<file path="src/rtl/pw_pkg.sv">
package pw_pkg;
  localparam int ADDR_W    = 32;
  localparam int OFF_W     = 12;
  localparam int IDX_W     = 10;
  localparam int BIG_OFF_W = OFF_W + IDX_W;
  localparam int FRAME_W   = ADDR_W - OFF_W;
  localparam int BIG_W     = ADDR_W - BIG_OFF_W;
  localparam int ENT_SH    = 2;
  localparam int ATTR_W    = 6;

  localparam int B_PRES  = 0;
  localparam int B_WR    = 1;
  localparam int B_USR   = 2;
  localparam int B_WT    = 3;
  localparam int B_CD    = 4;
  localparam int B_ACC   = 5;
  localparam int B_DIRTY = 6;
  localparam int B_SIZE  = 7;
  localparam int B_GLOB  = 8;

  localparam logic [1:0] ACC_WRITE = 2'd1;

  localparam logic [1:0] FC_DIR_NP   = 2'b00;
  localparam logic [1:0] FC_DIR_PROT = 2'b01;
  localparam logic [1:0] FC_TBL_NP   = 2'b10;
  localparam logic [1:0] FC_TBL_PROT = 2'b11;

  typedef enum logic [2:0] {
    S_IDLE, S_RD_DIR, S_WB_DIR, S_RD_TBL, S_WB_TBL, S_DONE, S_FAULT
  } walkState_e;

  typedef struct packed {
    logic       capReq;
    logic       capPde;
    logic       capPte;
    logic       memSelTbl;
    logic       faultSet;
    logic [1:0] faultCode;
  } ctlStrobe_t;

  typedef struct packed {
    logic present;
    logic bigHit;
    logic protOkDir;
    logic protOkTbl;
    logic dirNeedWb;
    logic tblNeedWb;
    logic leafBig;
  } dpStatus_t;
endpackage

</file>
<file path="src/rtl/pw_datapath.sv">
module pw_datapath
  import pw_pkg::*;
(
  input  logic                clk,
  input  logic                rstN,
  input  ctlStrobe_t          ctl,
  input  logic [ADDR_W-1:0]   reqLin,
  input  logic [1:0]          reqKind,
  input  logic                reqUser,
  input  logic [ADDR_W-1:0]   reqBase,
  input  logic                reqBigEn,
  input  logic [ADDR_W-1:0]   memRdata,
  output dpStatus_t           st,
  output logic [ADDR_W-1:0]   memAddr,
  output logic [ADDR_W-1:0]   memWdata,
  output logic [ADDR_W-1:0]   physAddr,
  output logic [ATTR_W-1:0]   pageAttr,
  output logic [1:0]          faultCode
);
  localparam logic [ADDR_W-1:0] ACC_MASK   = ADDR_W'(1) << B_ACC;
  localparam logic [ADDR_W-1:0] DIRTY_MASK = ADDR_W'(1) << B_DIRTY;
  localparam int PAD_W = ADDR_W - IDX_W - ENT_SH;

  logic [ADDR_W-1:0]  linQ;
  logic [FRAME_W-1:0] baseQ;
  logic               isWrQ;
  logic               userQ;
  logic               bigEnQ;
  logic [ADDR_W-1:0]  pdeQ;
  logic [ADDR_W-1:0]  pteQ;
  logic               leafBigQ;
  logic [1:0]         faultQ;

  always_ff @(posedge clk) begin
    if (!rstN) begin
      linQ     <= '0;
      baseQ    <= '0;
      isWrQ    <= 1'b0;
      userQ    <= 1'b0;
      bigEnQ   <= 1'b0;
      pdeQ     <= '0;
      pteQ     <= '0;
      leafBigQ <= 1'b0;
      faultQ   <= '0;
    end else begin
      if (ctl.capReq) begin
        linQ   <= reqLin;
        baseQ  <= reqBase[ADDR_W-1:OFF_W];
        isWrQ  <= (reqKind == ACC_WRITE);
        userQ  <= reqUser;
        bigEnQ <= reqBigEn;
      end
      if (ctl.capPde) begin
        pdeQ     <= memRdata;
        leafBigQ <= memRdata[B_SIZE] & bigEnQ;
      end
      if (ctl.capPte) pteQ <= memRdata;
      if (ctl.faultSet) faultQ <= ctl.faultCode;
    end
  end

  // Entry addresses for both levels
  logic [IDX_W-1:0]  dirIdx, tblIdx;
  logic [ADDR_W-1:0] dirAddr, tblAddr;
  assign dirIdx  = linQ[ADDR_W-1 -: IDX_W];
  assign tblIdx  = linQ[BIG_OFF_W-1 -: IDX_W];
  assign dirAddr = {baseQ, {OFF_W{1'b0}}} + {{PAD_W{1'b0}}, dirIdx, {ENT_SH{1'b0}}};
  assign tblAddr = {pdeQ[ADDR_W-1:OFF_W], {OFF_W{1'b0}}} + {{PAD_W{1'b0}}, tblIdx, {ENT_SH{1'b0}}};

  // Rights evaluation on live read data
  function automatic logic rightsOk(input logic canWr, input logic canUsr,
                                    input logic wantWr, input logic fromUsr);
    return !((wantWr && !canWr) || (fromUsr && !canUsr));
  endfunction

  logic liveBig;
  assign liveBig = memRdata[B_SIZE] & bigEnQ;

  always_comb begin
    st.present   = memRdata[B_PRES];
    st.bigHit    = liveBig;
    st.protOkDir = rightsOk(memRdata[B_WR], memRdata[B_USR], isWrQ, userQ);
    st.protOkTbl = rightsOk(pdeQ[B_WR] & memRdata[B_WR], pdeQ[B_USR] & memRdata[B_USR],
                            isWrQ, userQ);
    st.dirNeedWb = !memRdata[B_ACC] || (liveBig && isWrQ && !memRdata[B_DIRTY]);
    st.tblNeedWb = !memRdata[B_ACC] || (isWrQ && !memRdata[B_DIRTY]);
    st.leafBig   = leafBigQ;
  end

  // Write-back words: flags only ever get set
  logic [ADDR_W-1:0] dirWb, tblWb;
  assign dirWb = pdeQ | ACC_MASK | ((leafBigQ && isWrQ) ? DIRTY_MASK : '0);
  assign tblWb = pteQ | ACC_MASK | (isWrQ ? DIRTY_MASK : '0);

  assign memAddr  = ctl.memSelTbl ? tblAddr : dirAddr;
  assign memWdata = ctl.memSelTbl ? tblWb : dirWb;

  // Result formation
  always_comb begin
    if (leafBigQ) begin
      physAddr = {pdeQ[ADDR_W-1 -: BIG_W], linQ[BIG_OFF_W-1:0]};
      pageAttr = {pdeQ[B_GLOB], pdeQ[B_CD], pdeQ[B_WT], pdeQ[B_USR], pdeQ[B_WR], 1'b1};
    end else begin
      physAddr = {pteQ[ADDR_W-1:OFF_W], linQ[OFF_W-1:0]};
      pageAttr = {pteQ[B_GLOB], pteQ[B_CD], pteQ[B_WT],
                  pdeQ[B_USR] & pteQ[B_USR], pdeQ[B_WR] & pteQ[B_WR], 1'b0};
    end
  end

  assign faultCode = faultQ;
endmodule

</file>
<file path="src/rtl/pw_control.sv">
module pw_control
  import pw_pkg::*;
(
  input  logic       clk,
  input  logic       rstN,
  input  logic       reqValid,
  input  logic       memReady,
  input  dpStatus_t  st,
  output ctlStrobe_t ctl,
  output logic       reqReady,
  output logic       memValid,
  output logic       memWrite,
  output logic       respValid,
  output logic       respFault
);
  walkState_e state, nextState;

  always_ff @(posedge clk) begin
    if (!rstN) state <= S_IDLE;
    else       state <= nextState;
  end

  always_comb begin
    ctl       = '0;
    nextState = state;
    reqReady  = 1'b0;
    memValid  = 1'b0;
    memWrite  = 1'b0;
    respValid = 1'b0;
    respFault = 1'b0;
    unique case (state)
      S_IDLE: begin
        reqReady = 1'b1;
        if (reqValid) begin
          ctl.capReq = 1'b1;
          nextState  = S_RD_DIR;
        end
      end
      S_RD_DIR: begin
        memValid = 1'b1;
        if (memReady) begin
          ctl.capPde = 1'b1;
          if (!st.present) begin
            ctl.faultSet  = 1'b1;
            ctl.faultCode = FC_DIR_NP;
            nextState     = S_FAULT;
          end else if (st.bigHit && !st.protOkDir) begin
            ctl.faultSet  = 1'b1;
            ctl.faultCode = FC_DIR_PROT;
            nextState     = S_FAULT;
          end else if (st.dirNeedWb) begin
            nextState = S_WB_DIR;
          end else if (st.bigHit) begin
            nextState = S_DONE;
          end else begin
            nextState = S_RD_TBL;
          end
        end
      end
      S_WB_DIR: begin
        memValid = 1'b1;
        memWrite = 1'b1;
        if (memReady) nextState = st.leafBig ? S_DONE : S_RD_TBL;
      end
      S_RD_TBL: begin
        memValid      = 1'b1;
        ctl.memSelTbl = 1'b1;
        if (memReady) begin
          ctl.capPte = 1'b1;
          if (!st.present) begin
            ctl.faultSet  = 1'b1;
            ctl.faultCode = FC_TBL_NP;
            nextState     = S_FAULT;
          end else if (!st.protOkTbl) begin
            ctl.faultSet  = 1'b1;
            ctl.faultCode = FC_TBL_PROT;
            nextState     = S_FAULT;
          end else if (st.tblNeedWb) begin
            nextState = S_WB_TBL;
          end else begin
            nextState = S_DONE;
          end
        end
      end
      S_WB_TBL: begin
        memValid      = 1'b1;
        memWrite      = 1'b1;
        ctl.memSelTbl = 1'b1;
        if (memReady) nextState = S_DONE;
      end
      S_DONE: begin
        respValid = 1'b1;
        nextState = S_IDLE;
      end
      S_FAULT: begin
        respValid = 1'b1;
        respFault = 1'b1;
        nextState = S_IDLE;
      end
      default: nextState = S_IDLE;
    endcase
  end
endmodule

</file>
<file path="src/rtl/pw_walker.sv">
module pw_walker
  import pw_pkg::*;
(
  input  logic              clk,
  input  logic              rstN,
  input  logic              reqValid,
  output logic              reqReady,
  input  logic [31:0]       linAddr,
  input  logic [1:0]        accKind,
  input  logic              userMode,
  input  logic [31:0]       dirBase,
  input  logic              bigPageEn,
  output logic              memValid,
  input  logic              memReady,
  output logic              memWrite,
  output logic [31:0]       memAddr,
  output logic [31:0]       memWdata,
  input  logic [31:0]       memRdata,
  output logic              respValid,
  output logic              respFault,
  output logic [1:0]        faultCode,
  output logic [31:0]       physAddr,
  output logic [5:0]        pageAttr
);
  ctlStrobe_t ctl;
  dpStatus_t  st;

  pw_control ctrl_i (
    .clk(clk), .rstN(rstN), .reqValid(reqValid), .memReady(memReady), .st(st),
    .ctl(ctl), .reqReady(reqReady), .memValid(memValid), .memWrite(memWrite),
    .respValid(respValid), .respFault(respFault)
  );

  pw_datapath dp_i (
    .clk(clk), .rstN(rstN), .ctl(ctl), .reqLin(linAddr), .reqKind(accKind),
    .reqUser(userMode), .reqBase(dirBase), .reqBigEn(bigPageEn), .memRdata(memRdata),
    .st(st), .memAddr(memAddr), .memWdata(memWdata), .physAddr(physAddr),
    .pageAttr(pageAttr), .faultCode(faultCode)
  );
endmodule

</file>
<file path="config.mk">
export PLATFORM = sky130hd
export DESIGN_NAME = pw_walker
export DESIGN_NICKNAME = d
export VERILOG_FILES = /design/src/rtl/pw_pkg.sv /design/src/rtl/pw_datapath.sv /design/src/rtl/pw_control.sv /design/src/rtl/pw_walker.sv
export SDC_FILE = /design/constraint.sdc
export NUM_CORES = 1
export LEC_CHECK = 0
export ABC_AREA = 1
export BUFFER_PORTS_ARGS = -buffer_cell sky130_fd_sc_hd__buf_2
export CAP_MARGIN = 20
export CORE_ASPECT_RATIO = 0.7
export CORE_MARGIN = 5
export CORE_UTILIZATION = 50
export DETAILED_ROUTE_END_ITERATION = 16
export GPL_ROUTABILITY_DRIVEN = 0
export GPL_TIMING_DRIVEN = 0
export PLACE_DENSITY = 0.82
export SKIP_CTS_REPAIR_TIMING = 1
export SLEW_MARGIN = 15
export SYNTH_ARGS = -nofsm -noshare
export SYNTH_HDL_FRONTEND = slang
export SYNTH_SLANG_ARGS = --single-unit
</file>
<file path="constraint.sdc">
create_clock -name clk -period 2.9 [get_ports clk]
set_clock_uncertainty 0.05 [all_clocks]
set_input_delay 0.87 -clock clk [delete_from_list [all_inputs] [get_ports clk]]
set_output_delay 0.87 -clock clk [all_outputs]
set_load 0.005 [all_outputs]
</file>
==> impl_metrics.csv <==
group,metric,value,unit
pwr,seq_power_share,0.318,
sta,rsz_0062_raised_after_global_routing,"no",
die,initial_core_util,0.513,
sta,tightestPinTransition,0.618,ns
detailed_routing,postRouteWirelength,20500,µm
grt,grt_start_max_net_pins,17,
sta,fin_tns_setup,0,ns
setup_path,cp-end-kind,"output port",
setup_path,cp_slowest_cell,"dfxtp_4",
sta,final.setup.worst_slack,0.0723,ns
detailed_routing,drc,0,
setup_path,worst-path-max-fanout,10,
cells_and_area,final_core_util,0.674,
detailed_routing,drtPass1Iterations,5,
detailed_routing,drt.antenna.violating_nets,0,
setup_path,worst_ep_arrival_time,1.91,ns
pwr,p_sw,2910,µW
placement,dpl_worst_slack,0.276,ns
sta,fmax,354,MHz
detailed_routing,wire_per_inst,17.2,µm
cts,tritoncts,"done",
outcome,run_status,"finished, final reports clean",
placement,dpl.hpwl,15100,µm
setup_path,slowest_delay,0.40,ns
setup_path,timing.critical_path.from_type,"flip-flop",
sta,slew_viol_final,0,
job,cap_violations,0,
pwr,total_power_after_layout,7510,µW
grt,grt_antenna_before_repair,1,
pwr,power_switching_share,0.388,
setup_path,cp.required,1.98,ns
sta,setup_violations,0,
grt,wire_length_of_the_first_global_routing_pass,30700,µm
yosys,yosys_warnings,0,
pwr,static-leakage-power,0.00347,µW
sta,relSlewSlack,0.588,
cts,path_clk_slew,0.06,ns
yosys,synthCells,805,
sta,final_min_period_over_clock_period,0.975,
yosys,mappedNetlistArea,0.00569,mm²
yosys,synth-seq-cells,123,
cells_and_area,layout-area-overhead-vs-synth,31.5,%
detailed_routing,vias,6411,
die,die_w,137,µm
yosys,synth-seq-area-share,0.433,
detailed_routing,post_drt_via_cell_ratio,5.40,
worst_hold_path,holdCritPathClass,"flip-flop to flip-flop",
cells_and_area,final_cells,1187,
yosys,top_cells_by_area_synth,"dfxtp_1, a21oi_1, o21ai_0",
sta,report.final.hold_viol_count,0,
setup_path,critPathBufInv,4,
cts,clock-sinks,123,
die,total_i_o_pin_count,213,
cts,cts-root-buf,"clkbuf_16",
pwr,comb_power_share,0.405,
cts,worst_skew_pair.late_latency,0.42,ns
yosys,yosys_cell_types,27,
setup_path,critical_path_cell_by_cell,"nand2_2 -> nor2_4 -> inv_2 -> nand2_4 -> buf_8 -> buf_6 -> nor2_1 -> a21oi_1 -> buf_2",
yosys,postSynthAreaPerCell,7.07,µm²
die,floorplan.core_area,0.0111,mm²
die,placement_rows,32,
yosys,leading_area_contributor_after_synthesis,"dfxtp_1",
die,die-height,99.2,µm
yosys,synth.top_cell.area_share,0.433,
grt,grt_pass1_vias,5938,
pwr,p_clk_frac,0.277,
pwr,power.internal,4600,µW
placement,place.port_buffers,195,
setup_path,cp_top_family,"buffers and inverters",
cts,cts-root-to-sink-buffers,2,
sta,layout_min_cycle_time,2.83,ns
cts,tritoncts.num_buffers,17,
placement,cell_count_post_placement,1154,
grt,grt_use_total,0.291,
grt,grt_remaining_overflow,0,
cells_and_area,n_fill_cell,1016,
cts,htree_levels,4,
setup_path,setup_slack_of_the_most_critical_reg_to_reg_path,1.15,ns
cells_and_area,design.final.nets,1124,
cells_and_area,post_route_cells_drive_above_1_share,0.288,
die,dieArea,0.0136,mm²
pwr,cellPowerDensity,1000,mW/mm²
pwr,vdd.ir_drop.worst,0.568,mV
detailed_routing,drtIter0Drc,710,
setup_path,critPathKind,"flip-flop to output port",
-- cells in the final DEF (no fill, tap or decap), drive strengths merged --
cell type  synthesis  layout
nor2              94      94
o21ai            150     150
clkinvlp           0       5
nor3               2       2
nor3b              1       1
nand2            117     117
clkbuf            29      50
bufinv             0       2
diode              0       1
or2                1       1
nand3b             1       1
nand3             32      32
conb               2       3
clkinv             0       5
nand4              2       2
buf               43     237
inv               80      80
mux2               1       1
a21oi            127     127
dfxtp            123     123
-- layer usage --
layer / global-route usage / share of wire / wire, µm / vias up
met2: 0.428 / 0.42 / 8670 / 385
met5: 0 / 0.00049 / 10 / -
met1: 0.402 / 0.42 / 8640 / 2922
met4: 0.105 / 0.030 / 621 / 2
li1: - / - / - / 3044
met3: 0.0925 / 0.12 / 2510 / 58
-- registers in the layout (all words and copies together) (netlist names) --
signal	cells
dp_i.isWrQ	1
dp_i.faultCode	2
dp_i.userQ	1
dp_i.pteQ	31
dp_i.baseQ	20
dp_i.bigEnQ	1
dp_i.leafBigQ	1
ctrl_i.state	3
dp_i.linQ	32
dp_i.pdeQ	31
-- cell usage after synthesis --
library cell,n
a21oi_1,127
buf_2,8
buf_4,21
buf_6,14
clkbuf_1,25
clkbuf_2,4
conb_1,2
dfxtp_1,123
inv_1,76
inv_2,3
inv_4,1
mux2_2,1
nand2_1,112
nand2_2,4
nand2_4,1
nand3_1,32
nand3b_1,1
nand4_1,2
nor2_1,92
nor2_4,1
nor2_8,1
nor3_1,1
nor3_4,1
nor3b_1,1
o21ai_0,125
o21ai_1,25
or2_2,1
-- final timing paths --
path / start / endpoint / depth (start not counted)
setup / recovery: ctrl_i.state[1] / memWdata[20] / 9
hold / removal: dp_i.linQ[30] / dp_i.linQ[30] / 2
setup reg to reg: ctrl_i.state[2] / dp_i.pdeQ[15] / 7
hold reg to reg: dp_i.linQ[30] / dp_i.linQ[30] / 2
-- per-stage QoR --
step | hold slack, ns | instance area [µm²]
2_1_floorplan | 0.375 | 5690
3_3_place_gp | 0.385 | 6860
3_5_place_dp | 0.393 | 6860
4_1_cts | 0.401 | 7440
5_1_grt | 0.414 | 7480
6_report | 0.399 | 7480
-- power groups by stage --
| stage | clock network, µW | logic [µW] | registers, µW |
|---|---|---|---|
| 2_1_floorplan | 0 | 1810 | 2290 |
| 3_3_place_gp | 0 | 2910 | 2380 |
| 3_5_place_dp | 0 | 2950 | 2390 |
| 4_1_cts | 2080 | 2980 | 2360 |
| 5_1_grt | 2170 | 3360 | 2420 |
| 6_report | 2080 | 3040 | 2390 |
-- worst reg2reg max path, cell delays in order, from the launching register on --
cell and delay (ns):
dfxtp_2 0.35, inv_1 0.15, nand2_2 0.10, nor3_4 0.41
inv_2 0.08, clkbuf_1 0.26, nor2_1 0.18, nor2_1 0.06
-- logic make-up (layout without fill, tap and decap cells) --
logic type             after synthesis  after routing  synth area share
AOI/OAI and AO/OA                  277            277             0.244
and+or+nand+nor                    250            250             0.184
buffers and inverters              152            379             0.136
DFF                                123            123             0.433
other                                2              4           0.00132
muxes                                1              1           0.00198
-- final cells by class --
class / count / area (µm²) / area share
Sequential cell: 123 / 2470 / 0.330
Timing Repair Buffer: 195 / 976 / 0.131
Buffer: 72 / 489 / 0.0654
Tap cell: 153 / 191 / 0.0256
Clock inverter: 12 / 123 / 0.0164
Clock buffer: 20 / 457 / 0.0611
Multi-Input combinational cell: 531 / 2470 / 0.330
Antenna cell: 1 / 2.50 / 0.000335
Inverter: 80 / 303 / 0.0405
Power figures use the tool's default switching activity.
